**src/rtl/rtm_pkg.sv**
```systemverilog
package rtm_pkg;

  typedef enum logic [1:0] {
    ST_IDLE  = 2'd0,
    ST_LOAD  = 2'd1,
    ST_SHIFT = 2'd2
  } rtmState_e;

  // Actions the controller requests for the coming clock edge.
  typedef struct packed {
    logic load;      // capture memory read data into the shift register
    logic setFlag;   // drive the flag bit
    logic flagBit;   // value of the flag bit
    logic shiftOut;  // drive shift register MSB and shift left
    logic setZero;   // drive a low bit
    logic clkRise;   // serial clock high (if enabled)
    logic clkFall;   // serial clock low
  } rtmStrobe_t;

endpackage

```
**src/rtl/rtm_ctrl.sv**
```systemverilog
module rtm_ctrl
  import rtm_pkg::*;
#(
  parameter int NUM_SLOTS  = 4,
  parameter int ADDR_W     = 2,
  parameter int DATA_W     = 32,
  parameter int TRAIL_BITS = 2
) (
  input  logic                        clk,
  input  logic                        rstN,
  input  logic                        monEn,
  input  logic                        passStart,
  input  logic [NUM_SLOTS*ADDR_W-1:0] slotSel,
  output logic                        memRdEn,
  output logic [ADDR_W-1:0]           memAddr,
  output logic                        idle,
  output rtmStrobe_t                  strb
);

  localparam int FRAME_BITS = 1 + DATA_W + TRAIL_BITS;
  localparam int BIT_W      = $clog2(FRAME_BITS);
  localparam int WORD_W     = (NUM_SLOTS > 1) ? $clog2(NUM_SLOTS) : 1;
  localparam logic [BIT_W-1:0]  LAST_BIT  = BIT_W'(FRAME_BITS - 1);
  localparam logic [BIT_W-1:0]  DATA_END  = BIT_W'(DATA_W);
  localparam logic [WORD_W-1:0] LAST_WORD = WORD_W'(NUM_SLOTS - 1);

  rtmState_e          state;
  logic [WORD_W-1:0]  wordIdx;
  logic [BIT_W-1:0]   bitIdx;
  logic               phase;
  logic [WORD_W-1:0]  addrWord;
  logic               lastBit;
  logic               lastWord;

  logic [ADDR_W-1:0]  slotAddr [NUM_SLOTS];

  for (genvar s = 0; s < NUM_SLOTS; s++) begin : g_slot
    assign slotAddr[s] = slotSel[s*ADDR_W +: ADDR_W];
  end

  assign lastBit  = (bitIdx == LAST_BIT);
  assign lastWord = (wordIdx == LAST_WORD);
  assign idle     = (state == ST_IDLE);
  assign memAddr  = slotAddr[addrWord];

  always_comb begin
    strb     = '0;
    memRdEn  = 1'b0;
    addrWord = wordIdx;
    unique case (state)
      ST_LOAD: begin
        strb.load    = 1'b1;
        strb.setFlag = 1'b1;
        strb.flagBit = (wordIdx == '0);
        strb.clkFall = 1'b1;
        memRdEn      = 1'b1;
      end
      ST_SHIFT: begin
        if (!phase) begin
          strb.clkRise = 1'b1;
        end else begin
          strb.clkFall = 1'b1;
          if (!lastBit) begin
            if (bitIdx < DATA_END) strb.shiftOut = 1'b1;
            else                   strb.setZero  = 1'b1;
          end else if (!lastWord) begin
            strb.load    = 1'b1;
            strb.setFlag = 1'b1;
            strb.flagBit = 1'b0;
            memRdEn      = 1'b1;
            addrWord     = wordIdx + 1'b1;
          end else begin
            strb.setZero = 1'b1;
          end
        end
      end
      default: ;
    endcase
  end

  always_ff @(posedge clk or negedge rstN) begin
    if (!rstN) begin
      state   <= ST_IDLE;
      wordIdx <= '0;
      bitIdx  <= '0;
      phase   <= 1'b0;
    end else begin
      unique case (state)
        ST_IDLE: begin
          if (passStart && monEn) begin
            state   <= ST_LOAD;
            wordIdx <= '0;
          end
        end
        ST_LOAD: begin
          state  <= ST_SHIFT;
          bitIdx <= '0;
          phase  <= 1'b0;
        end
        ST_SHIFT: begin
          phase <= ~phase;
          if (phase) begin
            if (!lastBit) begin
              bitIdx <= bitIdx + 1'b1;
            end else begin
              bitIdx <= '0;
              if (!lastWord) wordIdx <= wordIdx + 1'b1;
              else           state   <= ST_IDLE;
            end
          end
        end
        default: state <= ST_IDLE;
      endcase
    end
  end

  // an accepted strobe fetches the first slot in the next cycle
  p_start_reads_r2: assert property (@(posedge clk) disable iff (!rstN)
    (idle && passStart && monEn) |=> (memRdEn && memAddr == slotAddr[0]));

  // with the monitor disabled, the controller stays idle
  p_disabled_stays_idle_r3: assert property (@(posedge clk) disable iff (!rstN)
    (idle && !monEn) |=> idle);

endmodule

```
**src/rtl/rtm_datapath.sv**
```systemverilog
module rtm_datapath
  import rtm_pkg::*;
#(
  parameter int DATA_W = 32
) (
  input  logic              clk,
  input  logic              rstN,
  input  rtmStrobe_t        strb,
  input  logic              ckOutEn,
  input  logic [DATA_W-1:0] memRdData,
  output logic              serData,
  output logic              serClk
);

  logic [DATA_W-1:0] shiftReg;

  always_ff @(posedge clk or negedge rstN) begin
    if (!rstN) begin
      shiftReg <= '0;
      serData  <= 1'b0;
    end else begin
      if (strb.load) shiftReg <= memRdData;
      if (strb.setFlag) begin
        serData <= strb.flagBit;
      end else if (strb.shiftOut) begin
        serData  <= shiftReg[DATA_W-1];
        shiftReg <= {shiftReg[DATA_W-2:0], 1'b0};
      end else if (strb.setZero) begin
        serData <= 1'b0;
      end
    end
  end

  always_ff @(posedge clk or negedge rstN) begin
    if (!rstN)             serClk <= 1'b0;
    else if (strb.clkRise) serClk <= ckOutEn;
    else if (strb.clkFall) serClk <= 1'b0;
  end

  // a high serial clock always follows an enabled rising request
  p_clk_gated_r9: assert property (@(posedge clk) disable iff (!rstN)
    serClk |-> $past(ckOutEn));

  // the serial clock is high for exactly one cycle per bit period
  p_clk_half_period_r4: assert property (@(posedge clk) disable iff (!rstN)
    serClk |=> !serClk);

endmodule

```
**src/rtl/rtm_serializer.sv**
```systemverilog
module rtm_serializer
  import rtm_pkg::*;
#(
  parameter int NUM_SLOTS  = 4,
  parameter int ADDR_W     = 2,
  parameter int DATA_W     = 32,
  parameter int TRAIL_BITS = 2
) (
  input  logic                        clk,
  input  logic                        rstN,
  input  logic                        monEn,
  input  logic                        ckOutEn,
  input  logic                        passStart,
  input  logic [NUM_SLOTS*ADDR_W-1:0] slotSel,
  output logic                        memRdEn,
  output logic [ADDR_W-1:0]           memAddr,
  input  logic [DATA_W-1:0]           memRdData,
  output logic                        serData,
  output logic                        serClk
);

  rtmStrobe_t strb;
  logic       idle;

  rtm_ctrl #(
    .NUM_SLOTS (NUM_SLOTS),
    .ADDR_W    (ADDR_W),
    .DATA_W    (DATA_W),
    .TRAIL_BITS(TRAIL_BITS)
  ) u_ctrl (
    .clk      (clk),
    .rstN     (rstN),
    .monEn    (monEn),
    .passStart(passStart),
    .slotSel  (slotSel),
    .memRdEn  (memRdEn),
    .memAddr  (memAddr),
    .idle     (idle),
    .strb     (strb)
  );

  rtm_datapath #(
    .DATA_W(DATA_W)
  ) u_dp (
    .clk      (clk),
    .rstN     (rstN),
    .strb     (strb),
    .ckOutEn  (ckOutEn),
    .memRdData(memRdData),
    .serData  (serData),
    .serClk   (serClk)
  );

  // both serial lines rest low while the controller is idle
  p_idle_quiet_r8: assert property (@(posedge clk) disable iff (!rstN)
    idle |-> (!serData && !serClk));

  // the first word of a pass carries a high flag
  p_first_flag_high_r5: assert property (@(posedge clk) disable iff (!rstN)
    (strb.load && strb.flagBit) |=> serData);

  // later words carry a low flag
  p_later_flag_low_r5: assert property (@(posedge clk) disable iff (!rstN)
    (strb.load && !strb.flagBit) |=> !serData);

endmodule

```
**config.mk**
```make
export PLATFORM = sky130hd
export DESIGN_NAME = rtm_serializer
export DESIGN_NICKNAME = d
export VERILOG_FILES = /design/src/rtl/rtm_pkg.sv /design/src/rtl/rtm_ctrl.sv /design/src/rtl/rtm_datapath.sv /design/src/rtl/rtm_serializer.sv
export SDC_FILE = /design/constraint.sdc
export NUM_CORES = 1
export LEC_CHECK = 0
export BUFFER_PORTS_ARGS = -buffer_cell sky130_fd_sc_hd__buf_2
export CAP_MARGIN = 10
export CORE_MARGIN = 2
export CORE_UTILIZATION = 61
export CTS_BUF_LIST = sky130_fd_sc_hd__clkbuf_4 sky130_fd_sc_hd__clkbuf_8
export DETAILED_ROUTE_END_ITERATION = 7
export PLACE_DENSITY = 0.86
export REMOVE_ABC_BUFFERS = 1
export SLEW_MARGIN = 20
export SYNTH_ARGS = -nofsm -noshare
export SYNTH_HDL_FRONTEND = slang
export SYNTH_SLANG_ARGS = --single-unit
```
**constraint.sdc**
```tcl
create_clock -name clk -period 4.95 [get_ports clk]
set_input_delay 0.2475 -clock clk [delete_from_list [all_inputs] [get_ports clk]]
set_output_delay 0.2475 -clock clk [all_outputs]
set_load 0.05 [all_outputs]
```
==> results of run 1 <==
==> layout by cell type, fill, tap and decap left out, types with 6 or more instances in the layout <==
| master | n |
|---|---|
| buf_2 | 49 |
| clkbuf_8 | 6 |
| dfrtp_1 | 45 |
| inv_1 | 7 |
| mux2i_1 | 32 |
| nand2_1 | 48 |
| o21ai_0 | 35 |
| o21ai_1 | 7 |
==> power by group through the flow <==
| stage | Combinational (mW) | Sequential [mW] | Clock, mW |
|---|---|---|---|
| floorplan | 0.340 | 0.613 | 0 |
| global placement | 0.446 | 0.603 | 0 |
| detailed placement | 0.467 | 0.608 | 0 |
| CTS | 0.466 | 0.604 | 0.291 |
| global route | 0.534 | 0.625 | 0.308 |
| finish | 0.463 | 0.605 | 0.285 |
==> through the flow <==
step | instance area, um^2 | utilization
floorplan | 2320 | -
detailed placement | 2640 | 0.711
global placement | 2640 | 0.711
CTS | 2760 | 0.743
finish | 2760 | 0.743
global route | 2760 | 0.743
==> metal layers <==
metal	share of wire	global-route usage	routed length, um	vias to the layer above
met5	0	0	0	-
met4	0.015	0.0944	68	0
met3	0.056	0.0625	252	7
met2	0.50	0.429	2250	56
met1	0.43	0.272	1950	934
li1	-	-	-	961
==> kinds of logic after synthesis <==
kind of cell    after synthesis  synth area share
compound gates               62             0.150
fa+ha+maj                     5            0.0261
xor+xnor                      2           0.00731
simple gates                 76             0.145
buf+inv                      22            0.0444
mux                          37             0.157
flops                        45             0.470
==> state kept, by name, indices dropped and copies added, names as in the netlist <==
name,flops
u_dp.shiftReg,32
u_ctrl.bitIdx,6
u_ctrl.state,2
u_ctrl.wordIdx,2
u_ctrl.phase,1
u_dp.serClk,1
u_dp.serData,1
==> cell usage after synthesis (all sizes together) (2+ instances only) <==
master  instances  area [um^2]
xor2            2         17.5
o31ai           2         15.0
a21oi           5         25.0
nand2b          4         25.0
nand4           2         12.5
nor3            2         10.0
ha              5         62.6
mux2            5         56.3
mux2i          32          320
o22ai           4         25.0
dfrtp          45         1130
nor2            4         15.0
buf             9         57.6
and3            2         12.5
o21ai          42          210
nand2          49          184
a221oi          2         17.5
clkbuf          6         22.5
nand3           5         25.0
inv             7         26.3
and2            3         18.8
==> layout make-up <==
cell class                 instances  area [um^2]
clock buffer                       6         82.6
timing repair buffer              50          253
sequential                        45         1130
inverter                           7         26.3
clock inverter                     2         37.5
fill                             274          953
tap                               48         60.1
multi-input combinational        182         1180
==> worst max-delay path by stage <==
stage | from | end | slack (ns) | cells after the start
after floorplan | u_ctrl.bitIdx[3] | u_dp.shiftReg[0] | 0.14 | 3
after global placement | u_ctrl.bitIdx[3] | memRdEn | 2.34 | 4
after detailed placement | u_ctrl.bitIdx[3] | memRdEn | 2.30 | 4
after CTS | u_ctrl.bitIdx[3] | memRdEn | 1.96 | 4
after global routing | u_ctrl.bitIdx[3] | memRdEn | 1.78 | 4
final | u_ctrl.bitIdx[3] | memRdEn | 1.95 | 4
==> critical path, stage by stage (launching register included) <==
cell and delay, ns:
dfrtp_1 0.46, or4b_1 0.60, o41ai_4 0.54, buf_4 0.49, buf_2 0.35
==> run summary, run 1 <==
- **wire length of the first global-routing pass** 7980 um
- **vias** 1958
- **post-cts gate resize count** 0
- **Synth Flop Type** dfrtp_1
- **post-synthesis instance area** 0.00240 mm^2
- **die width** 66.7 um
- **Fmax achieved** 0.333 GHz
- **Worst Setup Start Kind** register
- **number of global-route vias before repair** 1926
- **Final Routed Wirelength** 4520 um
- **n_diodes** 0
- **Ports** 50
- **area delta synth->final** 15.3%
- **placed cell count** 332
- **Slew Limit Headroom** 0.364
- **proportion of power drawn by flip-flops and latches** 0.447
- **clock sinks** 45
- **total core area** 0.00372 mm^2
- **average size of a mapped cell** 9.62 um^2
- **setup slack of the critical path after layout** 1.95 ns
- **routed vias/inst** 5.76
- **Worst Hold Margin** 0.0871 ns
- **fraction of synthesis flops using an asynchronous set or reset pin** 1.00
- **routability cong.** 0.903
- **category of the worst setup path capture point** primary output
- **cell internal power dissipation** 0.875 mW
- **Yosys warning total** 0
- **Final Max Tran Viols** 0
- **CTS tree** done
- **Worst Clk Skew** 0.00707 ns
- **transition time of the tightest slew-check pin** 0.955 ns
- **number of search-and-repair iterations in the first detailed-routing pass** 4
- **power density of the placed cells** 490 mW/mm^2
- **switching share of total power** 0.353
- **GR Util All Layers** 0.240
- **IO buf count** 49
- **static leakage** 1.48 nW
- **count of cells along the worst register-to-register path** 4
- **data arrival at the endpoint of the critical path** 2.76 ns
- **result of the run** finished clean
- **final setup violating endpoints** 0
- **number of storage elements in the synthesis netlist** 45
- **starting density of the core** 0.645
- **worst skew pair latency** 0.30 ns
- **fraction of the cycle the final worst path needs** 0.607
- **dpl hpwl** 3140 um
- **root buffer cell** clkbuf_8
- **clock network fraction of total power** 0.211
- **DRC errors left** 0
- **Detail Route Antenna Nets** 0
- **count of flip-flops with a built-in enable after synthesis** 0
- **H-tree levels** 2
- **Worst Setup Path Type** reg2out
- **Total Neg Setup Slack** 0 ns
- **synthesized netlist cell count** 249
- **overall power** 1.35 mW
- **First DRT Iteration DRCs** 164
- **full die area** 0.00445 mm^2
- **unrepaired setup endpoints after global routing** no
- **layout cells sized above 1** 0.233
- **Register-to-Register Setup Slack** 2.54 ns
- **worst slack at placement** 2.30 ns
- **clock buffer depth** 2
- **count of cell types in the netlist** 35
- **number of nets at the end of the flow** 341
- **largest net degree at the start of global routing** 58
- **Max VDD drop** 0.000327 V
- **number of endpoints with negative hold slack in the final report** 0
- **number of antenna violations at the first check in global routing** 0
- **post-CTS setup repair buffer count** 0
- **critical path required time** 4.70 ns
- **number of standard cells in the final layout excluding fillers** 340
- **clock edge transition at the registers on the reported setup and hold paths** 0.08 ns
- **CTS hold repair buffers** 0
- **TritonCTS Buffers** 5
- **Hold/Removal Path Class** in2async
- **share of the yosys chip area belonging to registers** 0.470
- **total global routing overflow** 0
- **Die Y** 66.7 um
- **switching power** 0.478 mW
- **minimum period implied by the final worst setup slack** 3.00 ns
- **R2R Path End** u_dp.shiftReg[12]
- **placement row count** 22
- **maxcap violations** 0
- **combinational share of power** 0.342
- **worst r2r src** u_ctrl.bitIdx[3]
- **wire length per cell** 13.3 um
- **maximum net fanout on the critical path** 57
Note: power is estimated with default switching activity, not from simulation.
==> run 2: changes to the inputs <==
--- a/config.mk
+++ b/config.mk
@@ -5,13 +5,14 @@
 export SDC_FILE = /design/constraint.sdc
 export NUM_CORES = 1
 export LEC_CHECK = 0
+export ABC_AREA = 1
 export BUFFER_PORTS_ARGS = -buffer_cell sky130_fd_sc_hd__buf_2
 export CAP_MARGIN = 10
 export CORE_MARGIN = 2
-export CORE_UTILIZATION = 61
+export CORE_UTILIZATION = 56
 export CTS_BUF_LIST = sky130_fd_sc_hd__clkbuf_4 sky130_fd_sc_hd__clkbuf_8
 export DETAILED_ROUTE_END_ITERATION = 7
-export PLACE_DENSITY = 0.86
+export PLACE_DENSITY = 0.8
 export REMOVE_ABC_BUFFERS = 1
 export SLEW_MARGIN = 20
 export SYNTH_ARGS = -nofsm -noshare
==> constraint.sdc (replaced) <==
create_clock -name clk -period 3.1 [get_ports clk]
set_input_delay 0.155 -clock clk [delete_from_list [all_inputs] [get_ports clk]]
set_output_delay 0.155 -clock clk [all_outputs]
set_load 0.05 [all_outputs]
==> run 2 against run 1 <==
Register-to-register slack got worse by 1.7 ns. Routed wire length down 0.33%. Largest cell class is now registers. Highest routed layer unchanged. Clock power rose by 26%. Critical endpoint unchanged. Combinational power is 86% lower.
==> run summary, run 2 <==
- **clock sinks** 45, unchanged
- **number of nets at the end of the flow** 378, +11%
- **share of the synthesized area in the top cell type** 0.476, +0.00571
- **Ports** 50, unchanged
- **endpoint of the worst hold path** u_dp.shiftReg[14]
- **IO buf count** 49, unchanged
- **Yosys warning total** 0, unchanged
- **total core area** 0.00403 mm^2, +8.4%
- **Final Routed Wirelength** 4510 um, -0.33%
- **placement row count** 23, +4.5%
- **category of the worst setup path capture point** primary output
- **Fmax achieved** 0.406 GHz
- **root buffer cell** clkbuf_8
- **data arrival at the endpoint of the critical path** 2.31 ns, -0.45 ns
- **count of flip-flops with a built-in enable after synthesis** 0, unchanged
- **Synth Flop Type** dfrtp_1
- **met1 track demand over resource in global routing** 0.254, -0.0179
- **Register-to-Register Setup Slack** 0.87 ns, -1.67 ns
- **DRC errors left** 0, unchanged
- **GR Util All Layers** 0.201, -0.0394
- **fill count** 337, +23%
- **Hold/Removal Path Class** in2reg
- **number of global-route vias before repair** 1844, -4.3%
- **dpl hpwl** 3260 um, +3.7%
- **busiest layer in global routing** met2
- **Max VDD drop** 0.000341 V, +4.2%
- **Worst Clk Skew** 0.00832 ns, +0.00125 ns
- **CTS tree** done
- **GR met2 Demand/Resource** 0.332, -0.0965
- **final setup violating endpoints** 0, unchanged
- **routed vias/inst** 5.12, -11%
- **Detail Route Antenna Nets** 0, unchanged
- **most used cells in the layout excluding fill and tap cells** nand2_1, buf_2, dfrtp_1, o21ai_0, inv_1
- **minimum period implied by the final worst setup slack** 2.47 ns
- **number of search-and-repair iterations in the first detailed-routing pass** 4, unchanged
- **number of endpoints with negative hold slack in the final report** 0, unchanged
- **overall power** 1.02 mW, -25%
- **most common cell after layout, fill and taps aside** nand2_1
- **synthesized netlist cell count** 278, +12%
- **starting density of the core** 0.588, -0.0572
- **unrepaired setup endpoints after global routing** no
- **R2R Path End** u_dp.shiftReg[1]
- **Slew Limit Headroom** 0.595, +0.231
- **power density of the placed cells** 370 mW/mm^2, -24%
- **result of the run** finished clean
- **TritonCTS Buffers** 5, unchanged
- **largest net degree at the start of global routing** 55, -5.2%
- **full die area** 0.00476 mm^2, +7.1%
- **count of cell types in the netlist** 23, -34%
- **First DRT Iteration DRCs** 107, -35%
- **register with the highest flop count** u_dp.shiftReg
- **fraction of synthesis flops using an asynchronous set or reset pin** 1.00, unchanged
- **Synth area leaders** dfrtp_1, nand2_1, o21ai_0
- **count of cells along the worst register-to-register path** 9, +5
- **Total Neg Setup Slack** 0 ns, unchanged
- **Worst Setup Start Kind** register
- **maxcap violations** 0, unchanged
- **worst skew pair latency** 0.30 ns, about the same
- **met3 track demand over resource** 0.0482, -0.0143
- **transition time of the tightest slew-check pin** 0.603 ns, -0.351 ns
- **Final Max Tran Viols** 0, unchanged
- **number of storage elements in the synthesis netlist** 45, unchanged
- **average size of a mapped cell** 8.52 um^2, -12%
- **Worst Setup Path Type** reg2out
- **WHS Path Cells** 3
- **fraction of the cycle the final worst path needs** 0.795
- **n_diodes** 0, unchanged
- **top flop regs** u_dp.shiftReg x32, u_ctrl.bitIdx x6
- **maximum net fanout on the critical path** 54, -5.3%
- **total global routing overflow** 0, unchanged
- **static leakage** 1.38 nW, -6.5%
- **H-tree levels** 2, unchanged
- **hold path startpoint** memRdData[14]
- **area delta synth->final** 16.2%
- **list of most frequent post-synthesis cells** nand2_1, dfrtp_1, o21ai_0, inv_1, mux2i_1
- **layout cells sized above 1** 0.198, -0.0353
- **critical path required time** 2.94 ns, -1.76 ns
- **clock edge transition at the registers on the reported setup and hold paths** 0.08 ns, about the same
- **wire length of the first global-routing pass** 7870 um, -1.4%
- **number of antenna violations at the first check in global routing** 0, unchanged
- **Largest register FFs** 32, unchanged
- **post-synthesis instance area** 0.00237 mm^2, -1.2%
- **die width** 69.0 um, +3.5%
- **Yosys top cell by area** dfrtp_1
- **vias** 1942, -0.82%
- **post-cts gate resize count** 0, unchanged
- **most used standard cell by instance count after synthesis** nand2_1
- **routability cong.** 0.812, -10%
- **clock buffer depth** 2, unchanged
- **wire length per cell** 11.9 um, -11%
- **worst r2r src** u_ctrl.state[0]
- **share of the yosys chip area belonging to registers** 0.476, +0.00571
- **Die Y** 69.0 um, +3.5%
-- run 2: cell types whose count changed after synthesis, moves of 6 or more --
| cell | before | now |
|---|---|---|
| clkbuf_1 | 6 | 0 |
| inv_1 | 7 | 34 |
| mux2i_1 | 32 | 20 |
| nand2_1 | 49 | 60 |
| nand3_1 | 5 | 19 |
| nor2_1 | 4 | 14 |
| o21ai_0 | 35 | 44 |
-- run 2: routing by layer --
layer,vias up,wire [um]
met4,0,61
li1,1014,-
met3,7,203
met2,44,2150
met1,877,2090
met5,-,0
-- run 2: worst max-delay path by stage --
stage,startpoint,slack [ns],cells after the start,to
2_1_floorplan,u_ctrl.state[0],0.53,8,u_dp.shiftReg[31]
3_3_place_gp,u_ctrl.state[0],1.02,9,u_dp.shiftReg[13]
3_5_place_dp,u_ctrl.state[0],0.91,9,u_dp.shiftReg[1]
4_1_cts,u_ctrl.state[0],0.63,7,memRdEn
5_1_grt,u_ctrl.state[0],0.43,7,memRdEn
6_report,u_ctrl.state[0],0.63,7,memRdEn
-- run 2: critical path, stage by stage, from the launching register on --
cell	delay, ns
dfrtp_1	0.39
inv_1	0.10
ha_1	0.33
nand2_2	0.13
inv_1	0.13
nand4_4	0.17
nand2_4	0.39
buf_2	0.35
-- run 2: metrics by stage --
step	util	worst slack, ns	std cells	hold WS, ns	instance area [um^2]
2_1_floorplan	-	0.533	269	-0.141	2300
6_report	0.683	0.634	379	0.0592	2750
4_1_cts	0.675	0.632	377	0.0376	2720
3_3_place_gp	0.654	1.02	369	0.359	2640
3_5_place_dp	0.654	0.914	369	0.365	2640
5_1_grt	0.683	0.431	379	0.0639	2750
-- run 2: cells by family after synthesis --
logic type / count (synthesis) / share of synthesized area
AND/OR/NAND/NOR: 106 / 0.202
multiplexers: 20 / 0.0846
AO/OA/AOI/OAI: 56 / 0.121
buffers and inverters: 44 / 0.0830
XOR/XNOR: 2 / 0.00740
flip-flops: 45 / 0.476
adder cells (fa/ha/maj): 5 / 0.0264
-- run 2: where the power goes --
group	internal (mW)	leakage (nW)	switching [mW]	total, mW
logic	0.0305	0.738	0.0333	0.0638
clock network	0.165	0.0484	0.194	0.359
registers	0.592	0.593	0.00335	0.596
total	0.788	1.38	0.230	1.02
-- run 2: timing repair --
action | CTS | global route
hold endpoints to repair | 0 | 10
hold buffers | 0 | 1
setup buffers | 0 | 0
-- run 2: final cells by class --
class | instances | area (um^2) | area share
clock buffers | 6 | 76.3 | 0.0277
clock inverters | 2 | 10.0 | 0.00364
inverters | 35 | 131 | 0.0477
multi-input cells | 189 | 1050 | 0.382
flip-flops and latches | 45 | 1130 | 0.409
well taps | 50 | 62.6 | 0.0227
repair buffers | 52 | 295 | 0.107
